==> src/rtl/sfa_pkg.sv <==
package sfa_pkg;

    localparam int FRAME_W = 10;

    // window layout: oldest bit at position 0
    typedef struct packed {
        logic       stop;
        logic [7:0] data;
        logic       start;
    } frame_t;

    typedef enum logic [2:0] {
        ST_HUNT,
        ST_SYNC2,
        ST_HDR1,
        ST_HDR2,
        ST_PAY,
        ST_CHK
    } state_e;

    function automatic logic frame_ok(frame_t f);
        return (f.start == 1'b0) && (f.stop == 1'b1);
    endfunction

    function automatic logic state_locked(state_e s);
        return (s == ST_HDR1) || (s == ST_HDR2) || (s == ST_PAY) || (s == ST_CHK);
    endfunction

endpackage

==> src/rtl/sfa_window.sv <==
module sfa_window
    import sfa_pkg::*;
(
    input  logic   clk,
    input  logic   rst,
    input  logic   bit_valid,
    input  logic   bit_in,
    output frame_t cand,
    output logic   full
);
    localparam int FW = $clog2(FRAME_W + 1);

    logic [FRAME_W-1:0] win;
    logic [FW-1:0]      fill;

    // candidate frame as it will look once this bit is shifted in
    assign cand = frame_t'({bit_in, win[FRAME_W-1:1]});
    assign full = (fill >= FW'(FRAME_W - 1));

    always_ff @(posedge clk) begin
        if (rst) begin
            win  <= '1;
            fill <= '0;
        end else if (bit_valid) begin
            win <= {bit_in, win[FRAME_W-1:1]};
            if (fill != FW'(FRAME_W))
                fill <= fill + 1'b1;
        end
    end
endmodule

==> src/rtl/sfa_csum.sv <==
module sfa_csum (
    input  logic       clk,
    input  logic       rst,
    input  logic       clr,
    input  logic       en,
    input  logic [7:0] din,
    output logic [7:0] acc
);
    always_ff @(posedge clk) begin
        if (rst || clr)
            acc <= '0;
        else if (en)
            acc <= acc ^ din;
    end
endmodule

==> src/rtl/sfa_ctrl.sv <==
module sfa_ctrl
    import sfa_pkg::*;
#(
    parameter int         PAY_LEN = 4,
    parameter logic [7:0] SYNC_A  = 8'hD3,
    parameter logic [7:0] SYNC_B  = 8'h2C
) (
    input  logic       clk,
    input  logic       rst,
    input  logic       bit_valid,
    input  frame_t     cand,
    input  logic       full,
    input  logic [7:0] acc,
    output logic       csum_clr,
    output logic       csum_en,
    output logic       byte_valid,
    output logic [7:0] byte_data,
    output logic       pkt_good,
    output logic       pkt_bad,
    output logic       locked
);
    localparam int         CW      = (PAY_LEN > 1) ? $clog2(PAY_LEN) : 1;
    localparam logic [3:0] PH_LAST = 4'(FRAME_W - 1);

    state_e        state;
    logic [3:0]    ph;
    logic [CW-1:0] pcnt;
    logic          ok;
    logic          at_check;
    logic          hdr_done;

    assign ok       = frame_ok(cand);
    assign at_check = bit_valid && (state != ST_HUNT) && (ph == PH_LAST);
    assign hdr_done = at_check && ((state == ST_SYNC2) || (state == ST_HDR2))
                      && ok && (cand.data == SYNC_B);
    assign csum_clr = hdr_done;
    assign csum_en  = at_check && (state == ST_PAY) && ok;
    assign locked   = state_locked(state);

    always_ff @(posedge clk) begin
        if (rst) begin
            state      <= ST_HUNT;
            ph         <= '0;
            pcnt       <= '0;
            byte_valid <= 1'b0;
            byte_data  <= '0;
            pkt_good   <= 1'b0;
            pkt_bad    <= 1'b0;
        end else begin
            byte_valid <= 1'b0;
            pkt_good   <= 1'b0;
            pkt_bad    <= 1'b0;
            if (bit_valid) begin
                if (state == ST_HUNT) begin
                    if (full && ok && (cand.data == SYNC_A)) begin
                        state <= ST_SYNC2;
                        ph    <= '0;
                    end
                end else if (ph != PH_LAST) begin
                    ph <= ph + 1'b1;
                end else begin
                    ph <= '0;
                    unique case (state)
                        ST_SYNC2, ST_HDR2: begin
                            pcnt  <= '0;
                            state <= hdr_done ? ST_PAY : ST_HUNT;
                        end
                        ST_HDR1: begin
                            state <= (ok && (cand.data == SYNC_A)) ? ST_HDR2 : ST_HUNT;
                        end
                        ST_PAY: begin
                            if (!ok) begin
                                pkt_bad <= 1'b1;
                                state   <= ST_HUNT;
                            end else begin
                                byte_valid <= 1'b1;
                                byte_data  <= cand.data;
                                if (pcnt == CW'(PAY_LEN - 1))
                                    state <= ST_CHK;
                                else
                                    pcnt <= pcnt + 1'b1;
                            end
                        end
                        ST_CHK: begin
                            if (!ok) begin
                                pkt_bad <= 1'b1;
                                state   <= ST_HUNT;
                            end else begin
                                pkt_good <= (cand.data == acc);
                                pkt_bad  <= (cand.data != acc);
                                state    <= ST_HDR1;
                            end
                        end
                        default: state <= ST_HUNT;
                    endcase
                end
            end
        end
    end
endmodule

==> src/rtl/serial_frame_aligner.sv <==
module serial_frame_aligner
    import sfa_pkg::*;
#(
    parameter int         PAY_LEN = 4,
    parameter logic [7:0] SYNC_A  = 8'hD3,
    parameter logic [7:0] SYNC_B  = 8'h2C
) (
    input  logic       clk,
    input  logic       rst,
    input  logic       bit_valid,
    input  logic       bit_in,
    output logic       byte_valid,
    output logic [7:0] byte_data,
    output logic       pkt_good,
    output logic       pkt_bad,
    output logic       locked
);
    frame_t     cand;
    logic       full;
    logic       csum_clr;
    logic       csum_en;
    logic [7:0] acc;

    sfa_window u_win (
        .clk       (clk),
        .rst       (rst),
        .bit_valid (bit_valid),
        .bit_in    (bit_in),
        .cand      (cand),
        .full      (full)
    );

    sfa_csum u_csum (
        .clk (clk),
        .rst (rst),
        .clr (csum_clr),
        .en  (csum_en),
        .din (cand.data),
        .acc (acc)
    );

    sfa_ctrl #(
        .PAY_LEN (PAY_LEN),
        .SYNC_A  (SYNC_A),
        .SYNC_B  (SYNC_B)
    ) u_ctrl (
        .clk        (clk),
        .rst        (rst),
        .bit_valid  (bit_valid),
        .cand       (cand),
        .full       (full),
        .acc        (acc),
        .csum_clr   (csum_clr),
        .csum_en    (csum_en),
        .byte_valid (byte_valid),
        .byte_data  (byte_data),
        .pkt_good   (pkt_good),
        .pkt_bad    (pkt_bad),
        .locked     (locked)
    );
endmodule

==> config.mk <==
export PLATFORM = sky130hd
export DESIGN_NAME = serial_frame_aligner
export DESIGN_NICKNAME = d
export VERILOG_FILES = /design/src/rtl/sfa_pkg.sv /design/src/rtl/sfa_window.sv /design/src/rtl/sfa_csum.sv /design/src/rtl/sfa_ctrl.sv /design/src/rtl/serial_frame_aligner.sv
export SDC_FILE = /design/constraint.sdc
export NUM_CORES = 1
export LEC_CHECK = 0
export BUFFER_PORTS_ARGS = -buffer_cell sky130_fd_sc_hd__buf_4
export CAP_MARGIN = 10
export CORE_AREA = 2 2 91 66
export DETAILED_ROUTE_END_ITERATION = 8
export DIE_AREA = 0 0 93 68
export HOLD_SLACK_MARGIN = 0.03
export MAX_ROUTING_LAYER = met4
export SKIP_CTS_REPAIR_TIMING = 1
export SYNTH_ARGS = -nofsm -noshare
export SYNTH_HDL_FRONTEND = slang
export SYNTH_SLANG_ARGS = --single-unit
==> constraint.sdc <==
create_clock -name clk -period 1.7 [get_ports clk]
set_input_delay 0.085 -clock clk [delete_from_list [all_inputs] [get_ports clk]]
set_output_delay 0.085 -clock clk [all_outputs]
set_load 0.03 [all_outputs]
==> flow_metrics.env, run 1 <==
export IMPL_path_cells="or3b_4 > or4_4 > buf_12 > o21ai_1 > a21oi_1"
export IMPL_clk_path_buf_depth=2
export IMPL_synth_edf_count=0
export IMPL_clock_skew_final_ps=9.14
export IMPL_grt_max_degree=25
export IMPL_drt_total_wl_um=5210
export IMPL_synth_warnings=0
export IMPL_wire_per_inst_um=14.5
export IMPL_min_period_ps=1690
export IMPL_rsz0062_at_grt="yes"
export IMPL_antenna_found_initial=0
export IMPL_firstDrtPassIters=4
export IMPL_final_area_mm2=0.00278
export IMPL_ys_seq_area_share_pct=39.7
export IMPL_pin_count=16
export IMPL_grt_first_pass_wirelength_um=8310
export IMPL_ys_ff_latch=41
export IMPL_nets=296
export IMPL_worstHoldPathType="primary input to flip-flop"
export IMPL_netlist_instances=235
export IMPL_place_inst=343
export IMPL_instances_no_fill=360
export IMPL_worstPathMaxFanout=17
export IMPL_drtAntennaViolNets=0
export IMPL_finalMaxSlewViolations=0
export IMPL_p_leak_nw=1.12
export IMPL_min_period_over_period_pct=99.5
export IMPL_yosys_area_top_type_share_pct=39.7
export IMPL_synth_most_common_cell="dfxtp_1"
export IMPL_syn2layout_area_growth_pct=34.2
export IMPL_powerDensity_mw_per_mm2=766
export IMPL_synth_area_leader_cell="dfxtp_1"
export IMPL_first_iter_violations=189
export IMPL_core_area_mm2=0.00553
export IMPL_tns_ps=0
export IMPL_status="completed"
export IMPL_clock_sinks=41
export IMPL_endpoint_kind="flip-flop"
export IMPL_hpwl_um=3490
export IMPL_dieArea_mm2=0.00632
export IMPL_die_x_um=93
export IMPL_vias_per_cell=5.18
export IMPL_pre_cts_ws_ps=-22.2
export IMPL_grt_pass1_vias=1689
export IMPL_fin_ws_ps=9.22
export IMPL_track_usage_pct=17.5
export IMPL_max_freq_mhz=591
export IMPL_die_y_um=68
export IMPL_overflow=0
export IMPL_rows=23
export IMPL_maxCapViolations=0
export IMPL_max_slew_margin_rel_pct=68.2
export IMPL_synthesis_area_mm2=0.00207
export IMPL_ys_flop_type="dfxtp_1"
export IMPL_cpMaxStageDelayCell="or4_4"
export IMPL_htreeDepth=2
export IMPL_drive_above_1_share_pct=32.3
export IMPL_portBuffers=15
export IMPL_peakVddDrop_uv=356
export IMPL_slowest_delay_ps=440
export IMPL_synthTopCellsByArea="dfxtp_1 (40%), a21oi_1 (5.3%), ha_1 (4.8%)"
export IMPL_hold_viol_final=0
export IMPL_antenna_cells=0
export IMPL_numCtsBuffers=5
export IMPL_cts_tree="built"
export IMPL_async_flop_share_pct=0
export IMPL_clkSlewWorstSetupHoldPaths_ps=90
export IMPL_place_gp_congestion=0.893
export IMPL_finalSetupViolCount=0
export IMPL_synth_nets=247
export IMPL_worstPathArrival_ps=1870
export IMPL_synthDistinctLibCells=46
export IMPL_worst_pin_slew_ps=477
export IMPL_start_util_pct=37.4
export IMPL_vias=1864
export IMPL_remaining_drc_errors=0
export IMPL_place_area_mm2=0.00246
export IMPL_worstSkewPairLatency_ps=300
export IMPL_path_class="flip-flop to flip-flop"
export IMPL_critical_path_startpoint_type="flip-flop"
export IMPL_synth_avg_cell_area_um2=8.80
export IMPL_cts_root_buf="clkbuf_8"
export IMPL_critPathRequiredTime_ps=1880
export IMPL_synthTopCellsByCount="dfxtp_1 (41), a21oi_1 (22), nand2_1 (22), inv_1 (16), nand3_1 (12)"
==> layout make-up <==
| cell class | instances | area (um2) |
|---|---|---|
| Tap cell | 75 | 93.8 |
| Sequential cell | 41 | 830 |
| Fill cell | 535 | 2750 |
| Multi-Input combinational cell | 163 | 1190 |
| Timing Repair Buffer | 57 | 468 |
| Clock buffer | 5 | 68.8 |
| Clock inverter | 3 | 65.1 |
| Inverter | 16 | 60.1 |
==> metrics by stage <==
| stage | power (W) | hold slack, ps | utilization (%) |
|---|---|---|---|
| 2_1_floorplan | 0.00111 | 215 | - |
| 3_3_place_gp | 0.00117 | 348 | 44.6 |
| 3_5_place_dp | 0.00117 | 352 | 44.6 |
| 4_1_cts | 0.00212 | 53.4 | 47.0 |
| 5_1_grt | 0.00221 | 66.8 | 50.2 |
| 6_report | 0.00212 | 49.0 | 50.2 |
==> critical path: cells and delay by family, from the launching register on <==
kind                   cells  cell delay (ps)
flip-flops                 1              360
buffers and inverters      1              170
AND/OR/NAND/NOR            2              840
AO/OA/AOI/OAI              2              200
==> cell families (layout without fill, tap and decap cells) <==
logic type	count (synthesis)	in the layout	share of synthesized area [%]
compound gates	55	55	16.8
buf+inv	31	81	6.71
simple gates	86	86	25.8
flops	41	41	39.7
mux	3	3	1.51
fa+ha+maj	8	8	4.84
xor+xnor	11	11	4.66
==> path summary, 6_finish.rpt <==
path                       startpoint                   to  slack [ps]  cells after the start
hold reg to reg   u_ctrl.byte_data[2]  u_ctrl.byte_data[2]         450                      2
hold / removal                 bit_in         u_win.win[9]          50                      3
setup reg to reg      u_ctrl.state[0]        u_csum.acc[6]           9                      5
setup / recovery      u_ctrl.state[0]        u_csum.acc[6]           9                      5
==> layer usage <==
| layer | share of wire (%) | global-route usage, % |
|---|---|---|
| met4 | 1.0 | 5.51 |
| met3 | 6.5 | 3.74 |
| met2 | 43 | 24.1 |
| met1 | 49 | 25.3 |
| met5 | 0 | - |
==> layout by cell type, fill, tap and decap left out, drive strengths merged, types with 2 or more instances in the layout <==
master	count
nand2b	2
nor2b	2
bufinv	2
ha	8
or3b	2
and3b	2
nor2	8
o21ai	12
a21oi	22
nor3	4
xnor2	8
buf	57
mux2i	2
o31ai	2
or4	2
nor4	4
nor3b	2
nand3b	5
a211oi	2
nand3	12
clkbuf	5
dfxtp	41
o41ai	2
nand4	3
nand4b	11
o211ai	10
xor2	3
nand2	22
inv	16
==> where the power goes <==
part / switching (W) / internal [W]
logic: 0.0000995 / 0.0000882
registers: 0.0000153 / 0.000977
clock network: 0.000361 / 0.000584
total: 0.000476 / 0.00165
==> registers in the layout, summed over array words and instances (netlist names) <==
register and flops:
u_ctrl.byte_valid 1, u_win.fill 4, u_csum.acc 8, u_ctrl.byte_data 8
u_ctrl.pcnt 2, u_ctrl.pkt_bad 1, u_ctrl.pkt_good 1, u_ctrl.ph 4
u_ctrl.state 3, u_win.win 9
No activity file was read; power rests on OpenSTA's default activity.
==> inputs of run 2 (changes only) <==
Settings changed: REMOVE_ABC_BUFFERS set to 1, SLEW_MARGIN set to 20.
==> flow_metrics.env, run 2 (synthesis gave the netlist of run 1 again) <==
export IMPL_worstHoldPathType="primary input to flip-flop"
export IMPL_pin_count=16
export IMPL_powerDensity_mw_per_mm2=653
export IMPL_drt_total_wl_um=5420
export IMPL_start_util_pct=37.4
export IMPL_cts_tree="built"
export IMPL_first_iter_violations=113
export IMPL_maxCapViolations=0
export IMPL_reg_top3="u_win.win (9), u_csum.acc (8), u_ctrl.byte_data (8)"
export IMPL_grt_max_degree=25
export IMPL_fin_ws_ps=-19.8
export IMPL_antenna_cells=0
export IMPL_rr_endpoint="u_csum.acc[2]"
export IMPL_hold_start="bit_in"
export IMPL_overflow=0
export IMPL_numCtsBuffers=5
export IMPL_dieArea_mm2=0.00632
export IMPL_grt_pass1_vias=1718
export IMPL_clock_sinks=41
export IMPL_drtAntennaViolNets=0
export IMPL_hold_viol_final=0
export IMPL_path_class="flip-flop to flip-flop"
export IMPL_final_cell_mix="buf_4 (46), dfxtp_1 (36), a21oi_1 (20)"
export IMPL_firstDrtPassIters=4
export IMPL_r2r_slack_ps=-20
export IMPL_die_x_um=93
export IMPL_status="finished, violations left"
export IMPL_vias_per_cell=5.27
export IMPL_wire_per_inst_um=15.3
export IMPL_clkSlewWorstSetupHoldPaths_ps=80
export IMPL_place_gp_congestion=0.893
export IMPL_hold_depth=3
export IMPL_peakVddDrop_uv=287
export IMPL_syn2layout_area_growth_pct=34.5
export IMPL_nets=290
export IMPL_rows=23
export IMPL_max_freq_mhz=581
export IMPL_finish_utilization_pct=50.3
export IMPL_largest_register_ffs=9
export IMPL_fillers=534
export IMPL_worstPathMaxFanout=4
export IMPL_remaining_drc_errors=0
export IMPL_antenna_found_initial=0
export IMPL_die_y_um=68
export IMPL_r2r_start="u_ctrl.ph[1]"
export IMPL_min_period_ps=1720
export IMPL_critical_path_startpoint_type="flip-flop"
export IMPL_worstPathArrival_ps=1910
export IMPL_clk_path_buf_depth=2
export IMPL_worstSkewPairLatency_ps=300
export IMPL_critPathRequiredTime_ps=1890
export IMPL_portBuffers=15
export IMPL_worstHoldEndpoint="u_win.win[9]"
export IMPL_clock_skew_final_ps=6.68
export IMPL_rsz0062_at_grt="yes"
export IMPL_tns_ps=-66.2
export IMPL_p_leak_nw=1.08
export IMPL_finalSetupViolCount=5
export IMPL_drive_above_1_share_pct=36.6
export IMPL_hpwl_um=3530
export IMPL_min_period_over_period_pct=101
export IMPL_worst_pin_slew_ps=452
export IMPL_cts_root_buf="clkbuf_8"
export IMPL_max_slew_margin_rel_pct=69.8
export IMPL_htreeDepth=2
export IMPL_final_common_cell="buf_4"
export IMPL_vias=1867
export IMPL_grt_first_pass_wirelength_um=8420
export IMPL_largest_register="u_win.win"
export IMPL_core_area_mm2=0.00553
export IMPL_track_usage_pct=17.6
export IMPL_finalMaxSlewViolations=0
export IMPL_reg2reg_depth=7
export IMPL_violations="setup timing"
export IMPL_endpoint_kind="flip-flop"
-- run 2: cell types whose count changed in the layout (fill, tap and decap cells not counted), moves of 2 or more --
cell / change
a21oi_1: -2
a21oi_2: +2
buf_4: -5
buf_6: -3
bufinv_16: -2
clkbuf_16: +2
ha_1: -2
ha_4: +3
nand2_1: -5
nand2_2: +5
o21ai_1: -6
o21ai_2: +3
o21ai_4: +2
-- run 2: worst max path at each step --
| stage | from | endpoint | slack [ps] |
|---|---|---|---|
| detailed placement | u_win.fill[1] | u_ctrl.state[0] | -20 |
| floorplan | u_ctrl.ph[0] | u_ctrl.pcnt[0] | -300 |
| global route | u_win.fill[1] | u_ctrl.state[1] | -90 |
| finish | u_ctrl.ph[1] | u_csum.acc[2] | -20 |
| global placement | u_win.fill[0] | u_ctrl.state[0] | -30 |
| CTS | u_win.fill[1] | u_ctrl.ph[3] | -40 |
-- run 2: power breakdown --
group	total (W)	switching (W)	internal, W
sequential	0.000991	0.0000131	0.000978
combinational	0.000183	0.000103	0.0000798
clock	0.000641	0.000356	0.000285
-- run 2: through the flow --
step	cells	area (um2)	power, W	worst slack [ps]	hold slack [ps]
2_1_floorplan	220	1990	0.00109	-300	154
3_5_place_dp	344	2460	0.00117	-18.6	357
3_3_place_gp	344	2460	0.00117	-25.5	352
4_1_cts	352	2550	0.00180	-42.9	51.2
5_1_grt	354	2780	0.00189	-93.3	61.5
6_report	354	2780	0.00181	-19.8	49.9
-- run 2: cell type report --
class	instances	area, um2	share of cell area [%]
clock buffers	6	72.6	2.61
clock inverters	2	10.0	0.360
inverters	16	60.1	2.16
multi-input cells	163	1270	45.7
flip-flops and latches	41	827	29.7
well taps	75	93.8	3.37
repair buffers	51	447	16.1
-- run 2: layer usage --
metal  share of wire [%]  global-route usage, %  vias up
met3                 4.0                   3.63        4
li1                    -                      -      928
met2                  42                   24.8       45
met5                   0                      -        -
met1                  53                   25.6      890
met4                0.76                   4.78        0
-- run 2: worst max-delay path, cell delays in order (launching register included) --
cell	delay [ps]
dfxtp_2	330
inv_2	60
ha_4	130
nand3b_1	140
or4_4	580
clkbuf_16	200
o21ai_4	110
a21oi_1	70
